[src/rtl/swk_pkg.sv]
package swk_pkg;
   typedef enum logic [1:0] {
      ST_RUN   = 2'd0,
      ST_SLEEP = 2'd1,
      ST_WAKE  = 2'd2
   } swk_state_e;

   typedef struct packed {
      logic ext;
      logic wdt;
      logic pin;
      logic cmp;
   } swk_src_t;
endpackage

[src/rtl/swk_sync.sv]
module swk_sync #(
   parameter int W      = 4,
   parameter int STAGES = 2
) (
   input  logic         clk,
   input  logic         rst_n,
   input  logic [W-1:0] din,
   output logic [W-1:0] q
);
   logic [STAGES-1:0][W-1:0] stg;

   always_ff @(posedge clk or negedge rst_n) begin
      if (!rst_n) stg <= '0;
      else        stg <= {stg[STAGES-2:0], din};
   end

   assign q = stg[STAGES-1];
endmodule

[src/rtl/swk_chg_det.sv]
module swk_chg_det #(
   parameter int W      = 4,
   parameter int STAGES = 2
) (
   input  logic         clk,
   input  logic         rst_n,
   input  logic [W-1:0] din,
   input  logic         rd,
   output logic [W-1:0] cur,
   output logic         chg
);
   logic [W-1:0] snap;
   logic [W-1:0] diff;

   swk_sync #(.W(W), .STAGES(STAGES)) u_sync (
      .clk   (clk),
      .rst_n (rst_n),
      .din   (din),
      .q     (cur)
   );

   always_ff @(posedge clk or negedge rst_n) begin
      if (!rst_n)  snap <= '0;
      else if (rd) snap <= cur;
   end

   for (genvar b = 0; b < W; b++) begin : g_bit
      assign diff[b] = cur[b] ^ snap[b];
   end

   assign chg = |diff;
endmodule

[src/rtl/swk_wdt.sv]
module swk_wdt #(
   parameter int LIMIT = 18432
) (
   input  logic clk,
   input  logic rst_n,
   input  logic run,
   input  logic clr,
   output logic tmo
);
   localparam int CW = $clog2(LIMIT);
   localparam logic [CW-1:0] LAST = CW'(LIMIT - 1);

   logic [CW-1:0] cnt;

   assign tmo = run && (cnt == LAST);

   always_ff @(posedge clk or negedge rst_n) begin
      if (!rst_n)          cnt <= '0;
      else if (clr || tmo) cnt <= '0;
      else if (run)        cnt <= cnt + 1'b1;
   end
endmodule

[src/rtl/swk_fsm.sv]
module swk_fsm
   import swk_pkg::*;
#(
   parameter int RST_CYC = 4
) (
   input  logic       clk,
   input  logic       rst_n,
   input  logic       sleep_req,
   input  logic       ext_rst,
   input  logic       wdt_tmo,
   input  logic       wake_req,
   output swk_state_e state,
   output logic       go_sleep,
   output logic       go_wake
);
   localparam int CW = $clog2(RST_CYC);
   localparam logic [CW-1:0] LAST = CW'(RST_CYC - 1);

   logic [CW-1:0] cnt;

   always_comb begin
      go_sleep = (state == ST_RUN) && sleep_req && !ext_rst;
      go_wake  = 1'b0;
      unique case (state)
         ST_RUN:   go_wake = !go_sleep && (ext_rst || wdt_tmo);
         ST_SLEEP: go_wake = wake_req;
         ST_WAKE:  go_wake = ext_rst;
         default:  go_wake = 1'b1;
      endcase
   end

   always_ff @(posedge clk or negedge rst_n) begin
      if (!rst_n) begin
         state <= ST_RUN;
         cnt   <= '0;
      end else if (go_wake) begin
         state <= ST_WAKE;
         cnt   <= '0;
      end else if (go_sleep) begin
         state <= ST_SLEEP;
      end else if (state == ST_WAKE) begin
         if (cnt == LAST) state <= ST_RUN;
         else             cnt   <= cnt + 1'b1;
      end
   end
endmodule

[src/rtl/sleep_wake_ctrl.sv]
module sleep_wake_ctrl
   import swk_pkg::*;
#(
   parameter int NPIN          = 4,
   parameter int NCMP          = 2,
   parameter int IO_W          = 8,
   parameter int SYNC_STAGES   = 2,
   parameter int WDT_LIMIT     = 18432,
   parameter int RST_CYC       = 4,
   parameter bit IO_RST_INPUT  = 1'b1
) (
   input  logic            clk,
   input  logic            por_n,
   input  logic            sleep_req,
   input  logic            ext_rst,
   input  logic            wdt_en,
   input  logic            pin_wake_en,
   input  logic            cmp_wake_en,
   input  logic [NPIN-1:0] pin_in,
   input  logic [NCMP-1:0] cmp_in,
   input  logic            port_rd,
   input  logic            cmp_rd,
   input  logic            flag_clr,
   input  logic            io_we,
   input  logic [IO_W-1:0] io_wdata,
   input  logic [IO_W-1:0] io_wdir,
   output logic            osc_en,
   output logic            wake_rst,
   output logic            to_bit,
   output logic            pd_bit,
   output logic            pin_wuf,
   output logic            cmp_wuf,
   output logic [NPIN-1:0] pin_val,
   output logic [NCMP-1:0] cmp_val,
   output logic [IO_W-1:0] io_out,
   output logic [IO_W-1:0] io_dir
);
   if (NPIN < 1 || NCMP < 1 || IO_W < 1) begin : g_bad_width
      $error("sleep_wake_ctrl: widths must be at least 1");
   end
   if (SYNC_STAGES < 2) begin : g_bad_sync
      $error("sleep_wake_ctrl: at least two synchronizer stages required");
   end
   if (WDT_LIMIT < 2 || RST_CYC < 2) begin : g_bad_count
      $error("sleep_wake_ctrl: WDT_LIMIT and RST_CYC must be at least 2");
   end

   localparam logic [IO_W-1:0] DIR_RST = IO_RST_INPUT ? '1 : '0;

   swk_state_e state;
   swk_src_t   src;
   logic       go_sleep, go_wake, from_sleep;
   logic       pin_chg, cmp_chg, wdt_tmo, wdt_run, wake_req;

   swk_chg_det #(.W(NPIN), .STAGES(SYNC_STAGES)) u_pin_det (
      .clk   (clk),
      .rst_n (por_n),
      .din   (pin_in),
      .rd    (port_rd),
      .cur   (pin_val),
      .chg   (pin_chg)
   );

   swk_chg_det #(.W(NCMP), .STAGES(SYNC_STAGES)) u_cmp_det (
      .clk   (clk),
      .rst_n (por_n),
      .din   (cmp_in),
      .rd    (cmp_rd),
      .cur   (cmp_val),
      .chg   (cmp_chg)
   );

   assign wdt_run = wdt_en && (state != ST_WAKE);

   swk_wdt #(.LIMIT(WDT_LIMIT)) u_wdt (
      .clk   (clk),
      .rst_n (por_n),
      .run   (wdt_run),
      .clr   (go_sleep || go_wake),
      .tmo   (wdt_tmo)
   );

   always_comb begin
      src.ext  = ext_rst;
      src.wdt  = wdt_tmo;
      src.pin  = pin_wake_en && pin_chg;
      src.cmp  = cmp_wake_en && cmp_chg;
      wake_req = |src;
   end

   swk_fsm #(.RST_CYC(RST_CYC)) u_fsm (
      .clk       (clk),
      .rst_n     (por_n),
      .sleep_req (sleep_req),
      .ext_rst   (ext_rst),
      .wdt_tmo   (wdt_tmo),
      .wake_req  (wake_req),
      .state     (state),
      .go_sleep  (go_sleep),
      .go_wake   (go_wake)
   );

   assign from_sleep = go_wake && (state == ST_SLEEP);
   assign osc_en     = (state != ST_SLEEP);
   assign wake_rst   = (state == ST_WAKE);

   // status bits
   always_ff @(posedge clk or negedge por_n) begin
      if (!por_n) begin
         to_bit <= 1'b1;
         pd_bit <= 1'b1;
      end else begin
         if (go_wake && src.wdt) to_bit <= 1'b0;
         else if (go_sleep)      to_bit <= 1'b1;
         if (go_sleep)           pd_bit <= 1'b0;
      end
   end

   // cause flags: a new wake event wins over a clear in the same cycle
   always_ff @(posedge clk or negedge por_n) begin
      if (!por_n) begin
         pin_wuf <= 1'b0;
         cmp_wuf <= 1'b0;
      end else if (from_sleep) begin
         if (src.pin) pin_wuf <= 1'b1;
         if (src.cmp) cmp_wuf <= 1'b1;
      end else if (flag_clr) begin
         pin_wuf <= 1'b0;
         cmp_wuf <= 1'b0;
      end
   end

   // I/O registers frozen while the oscillator is stopped
   always_ff @(posedge clk or negedge por_n) begin
      if (!por_n) begin
         io_out <= '0;
         io_dir <= DIR_RST;
      end else if (io_we && (state != ST_SLEEP)) begin
         io_out <= io_wdata;
         io_dir <= io_wdir;
      end
   end
endmodule

[config.mk]
export PLATFORM = sky130hd
export DESIGN_NAME = sleep_wake_ctrl
export DESIGN_NICKNAME = d
export VERILOG_FILES = /design/src/rtl/swk_pkg.sv /design/src/rtl/swk_sync.sv /design/src/rtl/swk_chg_det.sv /design/src/rtl/swk_wdt.sv /design/src/rtl/swk_fsm.sv /design/src/rtl/sleep_wake_ctrl.sv
export SDC_FILE = /design/constraint.sdc
export NUM_CORES = 1
export LEC_CHECK = 0
export BUFFER_PORTS_ARGS = -buffer_cell sky130_fd_sc_hd__buf_2
export CAP_MARGIN = 20
export CELL_PAD_IN_SITES_DETAIL_PLACEMENT = 0
export CELL_PAD_IN_SITES_GLOBAL_PLACEMENT = 2
export CORE_AREA = 2 2 79 112
export DETAILED_ROUTE_END_ITERATION = 10
export DIE_AREA = 0 0 81 114
export PLACE_DENSITY = 0.82
export SLEW_MARGIN = 20
export SYNTH_ARGS = -nofsm -noshare
export SYNTH_HDL_FRONTEND = slang
export SYNTH_SLANG_ARGS = --single-unit
[constraint.sdc]
create_clock -name clk -period 1.8 [get_ports clk]
set_input_delay 0.18 -clock clk [delete_from_list [all_inputs] [get_ports clk]]
set_output_delay 0.18 -clock clk [all_outputs]
set_load 0.005 [all_outputs]
# [Yosys cells after proc, flatten, opt, wreduce, memory -nomap -nowiden]
# Cells that the tools add are included.
[op_classes] eq_ne=10 muxes=18 addsub=2 bitwise=6 reduce_logical=29
[ops] op="two-way mux 15 bit" count=2
[ops] op="two-way mux 2 bit" count=8
[ops] op="adder 15 x 1 -> 15 bit, second input constant" count=1
[ops] op="== test 15 bit, second input constant" count=1
[ops] op="logical AND 1 bit" count=10
[ops] op="!= test 2 bit, second input constant" count=4
[ops] op="nonzero test 2 bit" count=4
[ops] op="OR reduction 4 bit" count=2
[ops] op="two-way mux 1 bit" count=7
[ops] op="AND reduction 2 bit" count=3
[ops] op="nonzero test 3 bit" count=2
[ops] op="XOR 1 bit" count=6
[ops] op="== test 2 bit, second input constant" count=2
[ops] op="!= test 2 x 1 -> 1 bit, second input constant" count=2
[ops] op="logical OR 1 bit" count=3
[ops] op="case mux 1 bit (3 select lines)" count=1
[ops] op="AND reduction 3 bit" count=1
[ops] op="adder 2 x 1 -> 2 bit, second input constant" count=1
[ops] op="== test 2 x 1 -> 1 bit, second input constant" count=1
[ops] op="logical NOT 1 bit" count=2
[ops] op="logical NOT 2 bit" count=1
[ops] op="OR reduction 2 bit" count=1
[word_totals] out_inout_bits=28 reg_bits=57

# [Logic depth before layout (Yosys ltp)]
# Gate-level depths: netlist (run 1).
[depth] depth_word=9 depth_mapped=6

# [By module]
# Synthesis (run 1) repeated with hierarchy kept, for this count alone.
[unflattened] hier_cells=188 area_unflattened_um2=2454.9
[modules_own_cells] mod="sleep_wake_ctrl" cells_per_inst=54 area_each_um2=859.6 seq_area_each_um2=513.0 n_inst=1
[modules_own_cells] mod="swk_wdt" cells_per_inst=79 area_each_um2=768.2 seq_area_each_um2=375.4 n_inst=1
[modules_own_cells] mod="swk_sync at u_pin_det.u_sync" cells_per_inst=12 area_each_um2=230.2 seq_area_each_um2=200.2 n_inst=1
[modules_own_cells] mod="swk_fsm" cells_per_inst=17 area_each_um2=201.4 seq_area_each_um2=100.1 n_inst=1
[modules_own_cells] mod="swk_chg_det at u_pin_det" cells_per_inst=13 area_each_um2=186.4 seq_area_each_um2=100.1 n_inst=1
[modules_own_cells] mod="swk_sync at u_cmp_det.u_sync" cells_per_inst=6 area_each_um2=115.1 seq_area_each_um2=100.1 n_inst=1
[modules_own_cells] mod="swk_chg_det at u_cmp_det" cells_per_inst=7 area_each_um2=93.8 seq_area_each_um2=50.0 n_inst=1

# [Least setup slack after synthesis (run 1)]
# OpenSTA, ideal clock, no wires.
[synth_path] kind="register -> register" from="reg u_pin_det.snap[1]" to="reg u_fsm.state[1]" stages_incl_launch_ff=5 slack_ns=-0.046 required_time_ns=1.662 period_less_slack_ns=1.846 t_arrival_ns=1.708 path_cell_list="dfrtp_1 > xor2_1 > o41a_1 > o21a_2 > or4b_1"
[synth_between] elab_chain_len=7 elab_cells_between_ends=9 cone_classes="2 x mux; 1 x bitwise; 6 x reduce/logical"
[synth_rtl] item="start: declaration" line="swk_chg_det.sv:12" source="logic [W-1:0] snap;"
[synth_rtl] item="start signal: assignment" line="swk_chg_det.sv:24" source="else if (rd) snap <= cur;"
[synth_rtl] item="XOR 1 bit *" line="swk_chg_det.sv:28" source="assign diff[b] = cur[b] ^ snap[b];"
[synth_rtl] item="OR reduction 4 bit *" line="swk_chg_det.sv:31" source="assign chg = |diff;"
[synth_rtl] item="logical AND 1 bit *" line="sleep_wake_ctrl.sv:86" source="src.pin = pin_wake_en && pin_chg;"
[synth_rtl] item="OR reduction 4 bit *" line="sleep_wake_ctrl.sv:88" source="wake_req = |src;"
[synth_rtl] item="case mux 1 bit (3 select lines) *" line="swk_fsm.sv:24" source="unique case (state)"
[synth_rtl] item="nonzero test 3 bit (no source line)"
[synth_rtl] item="AND reduction 2 bit (no source line)"
[synth_rtl] item="end signal: assignment" line="swk_fsm.sv:34" source="state <= ST_RUN;"
[synth_rtl] item="end signal: assignment" line="swk_fsm.sv:37" source="state <= ST_WAKE;"
[synth_rtl] item="end signal: assignment" line="swk_fsm.sv:40" source="state <= ST_SLEEP;"
[synth_rtl] item="end: declaration" line="swk_fsm.sv:12" source="output swk_state_e state,"
# Every way passes the cells marked *; elsewhere a longest branch is shown, timed or not.
# A chain may end at the register's enable or synchronous reset.

# [Final worst setup path (run 1)]
[layout_path] from="reg u_pin_det.snap[2]" to="reg u_fsm.state[1]"
# Same word-level chain as after synthesis.

==> flow_summary.yaml, run 1 <==
min_path:
  min_path_type: "in2reg"
sta:
  final-setup-viol-count: 8
  min_period_ns: 1.88
  max_freq_mhz: 532
  finalClockSkew_ns: 0.00619
  finalCritPeriodShare_pct: 104
  finalSetupTns_ns: -0.308
  worst_slack_ns: -0.0799
  hold_violations: 0
  maxSlewHeadroom_pct: 68.2
  rsz0062_at_grt: "true"
  finalMaxSlewViolations: 0
  worst_pin_slew_ns: 0.476
status:
  violations: "setup timing"
  outcome: "complete, but fails checks"
setup_path:
  arrival_ns: 2.07
  start_kind: "flop"
  slowest_stage: "or4b_1"
  cp_cell_sequence: "xor2_1 -> o41a_1 -> o21a_4 -> or4b_1"
  cp-end-kind: "flop"
  cp.required_ns: 1.99
  path_class: "reg2reg"
  cp_max_fo: 13
  max_stage_delay_ns: 0.47
synthesis:
  synth-compound-area-share_pct: 11.4
  synth_xor_xnor_area_share_pct: 4.07
  synth-seq-cells: 57
  synth_flop_cell: "dfrtp_1"
  synthCells: 202
  synth_edf_count: 0
  ys_seq_area_share_pct: 55.7
  synth_area_um2: 2580
  synth_cell_types: 47
  yosys.area_share.adder_pct: 0.969
  synth_area_per_cell_um2: 12.8
  synthMuxAreaShare_pct: 10.4
  syn-num-nets: 237
  yosys_warnings: 0
  synthSimpleGateAreaFrac_pct: 13.5
  synthArstFlopShare_pct: 100
  synth_top_family_by_area: "simple AND/OR/NAND/NOR gates"
finish:
  drive_gt1_share_pct: 57.0
  nets: 353
  antenna_cells: 0
  post-route-util_pct: 46.7
  layout.cells.non_filler: 428
  synthToLayoutAreaGrowth_pct: 50.2
die:
  ioPinCount: 61
  die-height_um: 114
  die_x_um: 81
  start_util_pct: 31.1
  die_area_um2: 9230
  core_um2: 8310
  num_rows: 40
drt:
  wirelength_mm: 6.00
  dr.first_iter.drc_count: 114
  first_pass_iters: 4
  avgRoutedWirePerCell_um: 14.0
  via_per_inst: 4.74
  drc: 0
  vias: 2029
  drtAntennaViolNets: 0
power_and_ir_drop:
  p_leak_nw: 1.72
  p_per_area_nw_per_um2: 981
  ir_drop_v: 0.000844
run:
  drv_cap: 0
global_route:
  grt_pass1_vias: 2060
  grt_antenna_before_repair: 0
  grt_overflow: 0
  grt_pass1_wl_mm: 9.64
  grt_usage_pct: 14.1
  grt_max_degree: 58
place:
  port-buffer-count: 60
  dp_hpwl_mm: 4.01
  gp_congestion: 0.796
  placedCellCount: 394
clock_network:
  cts_sinks: 57
  clk_pin_slew_ns: 0.05
  cts.htree.levels: 3
  clock_path_buffers: 2
  numCtsBuffers: 9
  cts_tree: "yes"
  clk_latency_ns: 0.32
  clock-root-buffer: "clkbuf_16"
-- cells in the mapped netlist (3+ instances only) --
| cell | instances | area (um^2) |
|---|---|---|
| o21ai_0 | 6 | 30.0 |
| mux2_2 | 22 | 248 |
| nor2b_1 | 3 | 18.8 |
| dfstp_2 | 10 | 263 |
| nor4_1 | 6 | 37.5 |
| buf_2 | 4 | 20.0 |
| inv_1 | 4 | 15.0 |
| a21oi_1 | 3 | 15.0 |
| and2_1 | 3 | 18.8 |
| a2111oi_0 | 6 | 52.6 |
| xor2_1 | 10 | 87.6 |
| or4_1 | 5 | 37.5 |
| and3_1 | 3 | 18.8 |
| dfrtp_1 | 47 | 1180 |
| nand4_1 | 3 | 18.8 |
| nand3_1 | 6 | 30.0 |
| o31ai_1 | 8 | 60.1 |
| nand2_1 | 9 | 33.8 |
| buf_4 | 7 | 52.6 |
-- final timing paths --
kind                                    startpoint               endpoint  slack, ns  cells after the start
min                                    io_wdata[1]              io_out[1]       0.09                      2
max in group asynchronous                    por_n                 to_bit       1.11                      3
min reg2reg                u_cmp_det.u_sync.stg[1]  u_cmp_det.u_sync.q[1]       0.34                      0
max                              u_pin_det.snap[2]         u_fsm.state[1]      -0.08                      4
max reg2reg                      u_pin_det.snap[2]         u_fsm.state[1]      -0.08                      4
min in group asynchronous                    por_n      u_pin_det.snap[2]       0.39                      3
-- placed cells by master (no fill, tap or decap), types with 4 or more instances in the layout --
cell	n
buf_2	60
buf_4	48
dfrtp_1	47
mux2_2	22
xor2_1	10
dfstp_2	10
nand2_1	9
clkbuf_16	9
o31ai_1	8
dlygate4sd3_1	7
o21ai_0	6
nand3_1	5
nor4_2	5
inv_1	4
a2111oi_4	4
or4_1	4
-- final cells by class --
type | count | area, um^2
fillers | 795 | 4430
flip-flops and latches | 57 | 1440
inverters | 4 | 15.0
repair buffers | 118 | 773
multi-input cells | 128 | 1200
clock buffers | 11 | 243
well taps | 105 | 131
clock inverters | 5 | 78.8
-- power breakdown --
part           total, W  leakage [nW]  internal [W]  switching, W
logic          0.000542         0.867      0.000271      0.000271
registers       0.00145         0.695       0.00139     0.0000515
clock network   0.00181         0.159       0.00124      0.000570
-- layer usage --
metal / global-route usage [%] / up-vias / routed length (um)
met5: 0 / - / 0
met1: 16.9 / 984 / 2510
met2: 22.5 / 53 / 3170
li1: - / 984 / -
met4: 8.93 / 0 / 102
met3: 3.01 / 8 / 212
-- per-stage QoR --
step           setup WS [ns]  instance area [um^2]  hold slack, ns  total power (W)
6_report             -0.0799                  3880          0.0871          0.00380
4_1_cts              -0.0887                  3750          0.0758          0.00383
3_5_place_dp          -0.177                  3240           0.206          0.00194
5_1_grt               -0.150                  3880          0.0817          0.00400
2_1_floorplan        0.00131                  2580          -0.116          0.00172
3_3_place_gp          -0.112                  3240           0.204          0.00192
-- worst max-delay path, delay by kind of cell, from the launching register on --
| family | cells | cell delay (ns) |
|---|---|---|
| compound gates | 2 | 0.74 |
| xor+xnor | 1 | 0.16 |
| flops | 1 | 0.38 |
| simple gates | 1 | 0.47 |
-- what timing repair did --
item                                    4_1_cts  5_1_grt
endpoints found under the setup margin       17       17
hold buffers                                  7        0
hold endpoints to repair                     53        0
buffers inserted                              3        8
resized for setup                            16       13
pin swaps                                     2        4
-- cells by family (layout without fill, tap and decap cells) --
group | Yosys count | after routing
muxes | 24 | 24
adders and majority gates | 2 | 2
buffers and inverters | 17 | 138
xor gates and xnor gates | 12 | 12
DFF | 57 | 57
and+or+nand+nor | 55 | 55
AOI/OAI and AO/OA | 35 | 35
-- flip-flops by register name (all words and copies together), names as in the netlist, 2 cells and up --
| signal | cells |
|---|---|
| io_dir | 8 |
| io_out | 8 |
| u_cmp_det.snap | 2 |
| u_cmp_det.u_sync.q | 2 |
| u_cmp_det.u_sync.stg | 2 |
| u_fsm.cnt | 2 |
| u_fsm.state | 2 |
| u_pin_det.snap | 4 |
| u_pin_det.u_sync.q | 4 |
| u_pin_det.u_sync.stg | 4 |
| u_wdt.cnt | 15 |
No activity file was read; power rests on OpenSTA's default activity.
==> run 2, diff against run 1 <==
--- a/config.mk
+++ b/config.mk
@@ -12,2 +12,3 @@
 export CORE_AREA = 2 2 79 112
+export CTS_CLUSTER_DIAMETER = 50
 export DETAILED_ROUTE_END_ITERATION = 10
==> constraint.sdc (replaced) <==
create_clock -name clk -period 1.8 [get_ports clk]
set_input_delay 0.27 -clock clk [delete_from_list [all_inputs] [get_ports clk]]
set_output_delay 0.27 -clock clk [all_outputs]
set_load 0.005 [all_outputs]
==> run 2 against run 1 <==
Against the previous run:
- the flow still finishes with violations (setup timing)
- register-to-register slack about the same
- final cell count decreased by 1.4%
- first-iteration DRC count increased by 7.9%
- highest routed layer unchanged
- critical path depth unchanged
- sequential power about the same
- die area unchanged
- count of clock-buffer cells in the layout unchanged
- setup slack got worse by 0.0016 ns
- worst hold slack got worse by 0.038 ns
- clock power about the same
==> flow_summary.yaml, run 2 (synthesis results as in run 1) <==
die:
  core_um2: 8310
  die_x_um: 81
  start_util_pct: 31.1
  ioPinCount: 61
  die-height_um: 114
  die_area_um2: 9230
  num_rows: 40
power_and_ir_drop:
  power.internal_w: 0.00290
  ir_drop_v: 0.000848
  p_switching_w: 0.000898
  power_frac_clock_pct: 48.0
  sw_frac_of_total_pct: 23.6
  seqPwrFrac_pct: 38.0
  p_per_area_nw_per_um2: 996
  combPwrFrac_pct: 14.0
  p_leak_nw: 1.70
finish:
  synthToLayoutAreaGrowth_pct: 47.8
  layout.area.seq_um2: 1440
  nets: 347
  largest_reg_flops: 15
  layout.cells.non_filler: 422
  final_common_cell: "buf_2"
  post-route-util_pct: 45.9
  top_regs: "u_wdt.cnt: 15 flops, io_dir: 8 flops, io_out: 8 flops"
  multi_input_area_um2: 1200
  fillers: 795
  antenna_cells: 0
  drive_gt1_share_pct: 58.0
  mostFrequentLayoutCells: "buf_2, buf_4, dfrtp_1, mux2_2"
  top_register: "u_wdt.cnt"
clock_network:
  numCtsBuffers: 9
  clock-root-buffer: "clkbuf_16"
  clk_pin_slew_ns: 0.05
  cts_tree: "yes"
  clock_path_buffers: 2
  cts.htree.levels: 3
  cts_sinks: 57
  clk_latency_ns: 0.33
min_path:
  min_to: "u_cmp_det.u_sync.stg[1]"
  worstHoldStart: "cmp_in[1]"
  min_path_type: "in2reg"
  min_path_cells: 1
global_route:
  grt_pass1_vias: 2004
  grt_pass1_wl_mm: 9.49
  grt_overflow: 0
  grt_antenna_before_repair: 0
  grt_max_degree: 58
  grt_usage_pct: 13.9
sta:
  worst_pin_slew_ns: 0.477
  worst_slack_ns: -0.0815
  finalSetupTns_ns: -0.312
  max_freq_mhz: 532
  final-setup-viol-count: 8
  rsz0062_at_grt: "true"
  hold_violations: 0
  maxSlewHeadroom_pct: 68.2
  finalMaxSlewViolations: 0
  min_period_ns: 1.88
  finalClockSkew_ns: 0.00600
  finalCritPeriodShare_pct: 105
setup_path:
  arrival_ns: 2.08
  path_class: "reg2reg"
  r2r_start: "u_pin_det.snap[2]"
  start_kind: "flop"
  cp.required_ns: 1.99
  cp_max_fo: 13
  r2r-end: "u_fsm.state[1]"
  cp-end-kind: "flop"
  rr_worst_depth: 4
  reg2reg_slack_ns: -0.08
run:
  drv_cap: 0
place:
  dp_hpwl_mm: 4.01
  placedCellCount: 394
  gp_congestion: 0.796
  port-buffer-count: 60
drt:
  dr.first_iter.drc_count: 123
  avgRoutedWirePerCell_um: 14.1
  drtAntennaViolNets: 0
  drc: 0
  wirelength_mm: 5.93
  via_per_inst: 4.75
  first_pass_iters: 4
  vias: 2005
status:
  outcome: "complete, but fails checks"
  violations: "setup timing"
-- run 2: final cells by class --
class	instances	area share (%)
repair buffers	112	18.7
inverters	4	0.393
multi-input cells	128	31.3
clock inverters	5	2.07
clock buffers	11	6.36
flip-flops and latches	57	37.7
well taps	105	3.44
-- run 2: repair_timing --
item                       CTS  global route
buffers inserted             3             8
cloned                       0             0
resized for setup           16            13
hold endpoints to repair    47             0
hold buffers                 1             0
setup endpoints to repair   17            17
pin swaps                    2             4
-- run 2: metrics by stage --
step           cell area [um^2]  power (W)  hold WS [ns]  setup slack, ns
2_1_floorplan              2580    0.00172       -0.0256          0.00131
3_3_place_gp               3240    0.00192         0.294           -0.112
3_5_place_dp               3240    0.00194         0.296           -0.177
4_1_cts                    3690    0.00382        0.0380          -0.0887
5_1_grt                    3820    0.00399        0.0366           -0.150
6_report                   3820    0.00380        0.0489          -0.0815
-- run 2: worst max-delay path, cell delays in order (launching register included) --
cell and delay [ns]:
dfrtp_1 0.38, xor2_1 0.16, o41a_1 0.46, o21a_4 0.28
or4b_1 0.47
-- run 2: worst max-delay path by stage --
| stage | startpoint | endpoint | slack (ns) | cells after the start |
|---|---|---|---|---|
| after floorplan | u_wdt.cnt[0] | u_fsm.state[1] | 0.001 | 5 |
| after global placement | u_pin_det.snap[2] | u_wdt.cnt[0] | -0.11 | 5 |
| after detailed placement | u_pin_det.snap[2] | u_wdt.cnt[0] | -0.18 | 5 |
| after CTS | u_pin_det.snap[2] | u_fsm.state[1] | -0.09 | 4 |
| after global routing | u_pin_det.snap[2] | u_fsm.state[1] | -0.15 | 4 |
| final | u_pin_det.snap[2] | u_fsm.state[1] | -0.08 | 4 |
-- run 2: routing by layer --
layer / up-vias / GRT usage (%) / routed length [um]
li1: 971 / - / -
met1: 974 / 17.3 / 2520
met2: 49 / 21.4 / 3050
met3: 11 / 3.09 / 209
met4: 0 / 8.93 / 157
met5: - / 0 / 0
-- run 2: power groups by stage --
stage / clock [W] / combinational [W] / sequential [W]
floorplan: 0 / 0.000249 / 0.00147
global placement: 0 / 0.000464 / 0.00146
detailed placement: 0 / 0.000475 / 0.00147
CTS: 0.00186 / 0.000513 / 0.00145
global route: 0.00193 / 0.000597 / 0.00146
finish: 0.00182 / 0.000531 / 0.00145
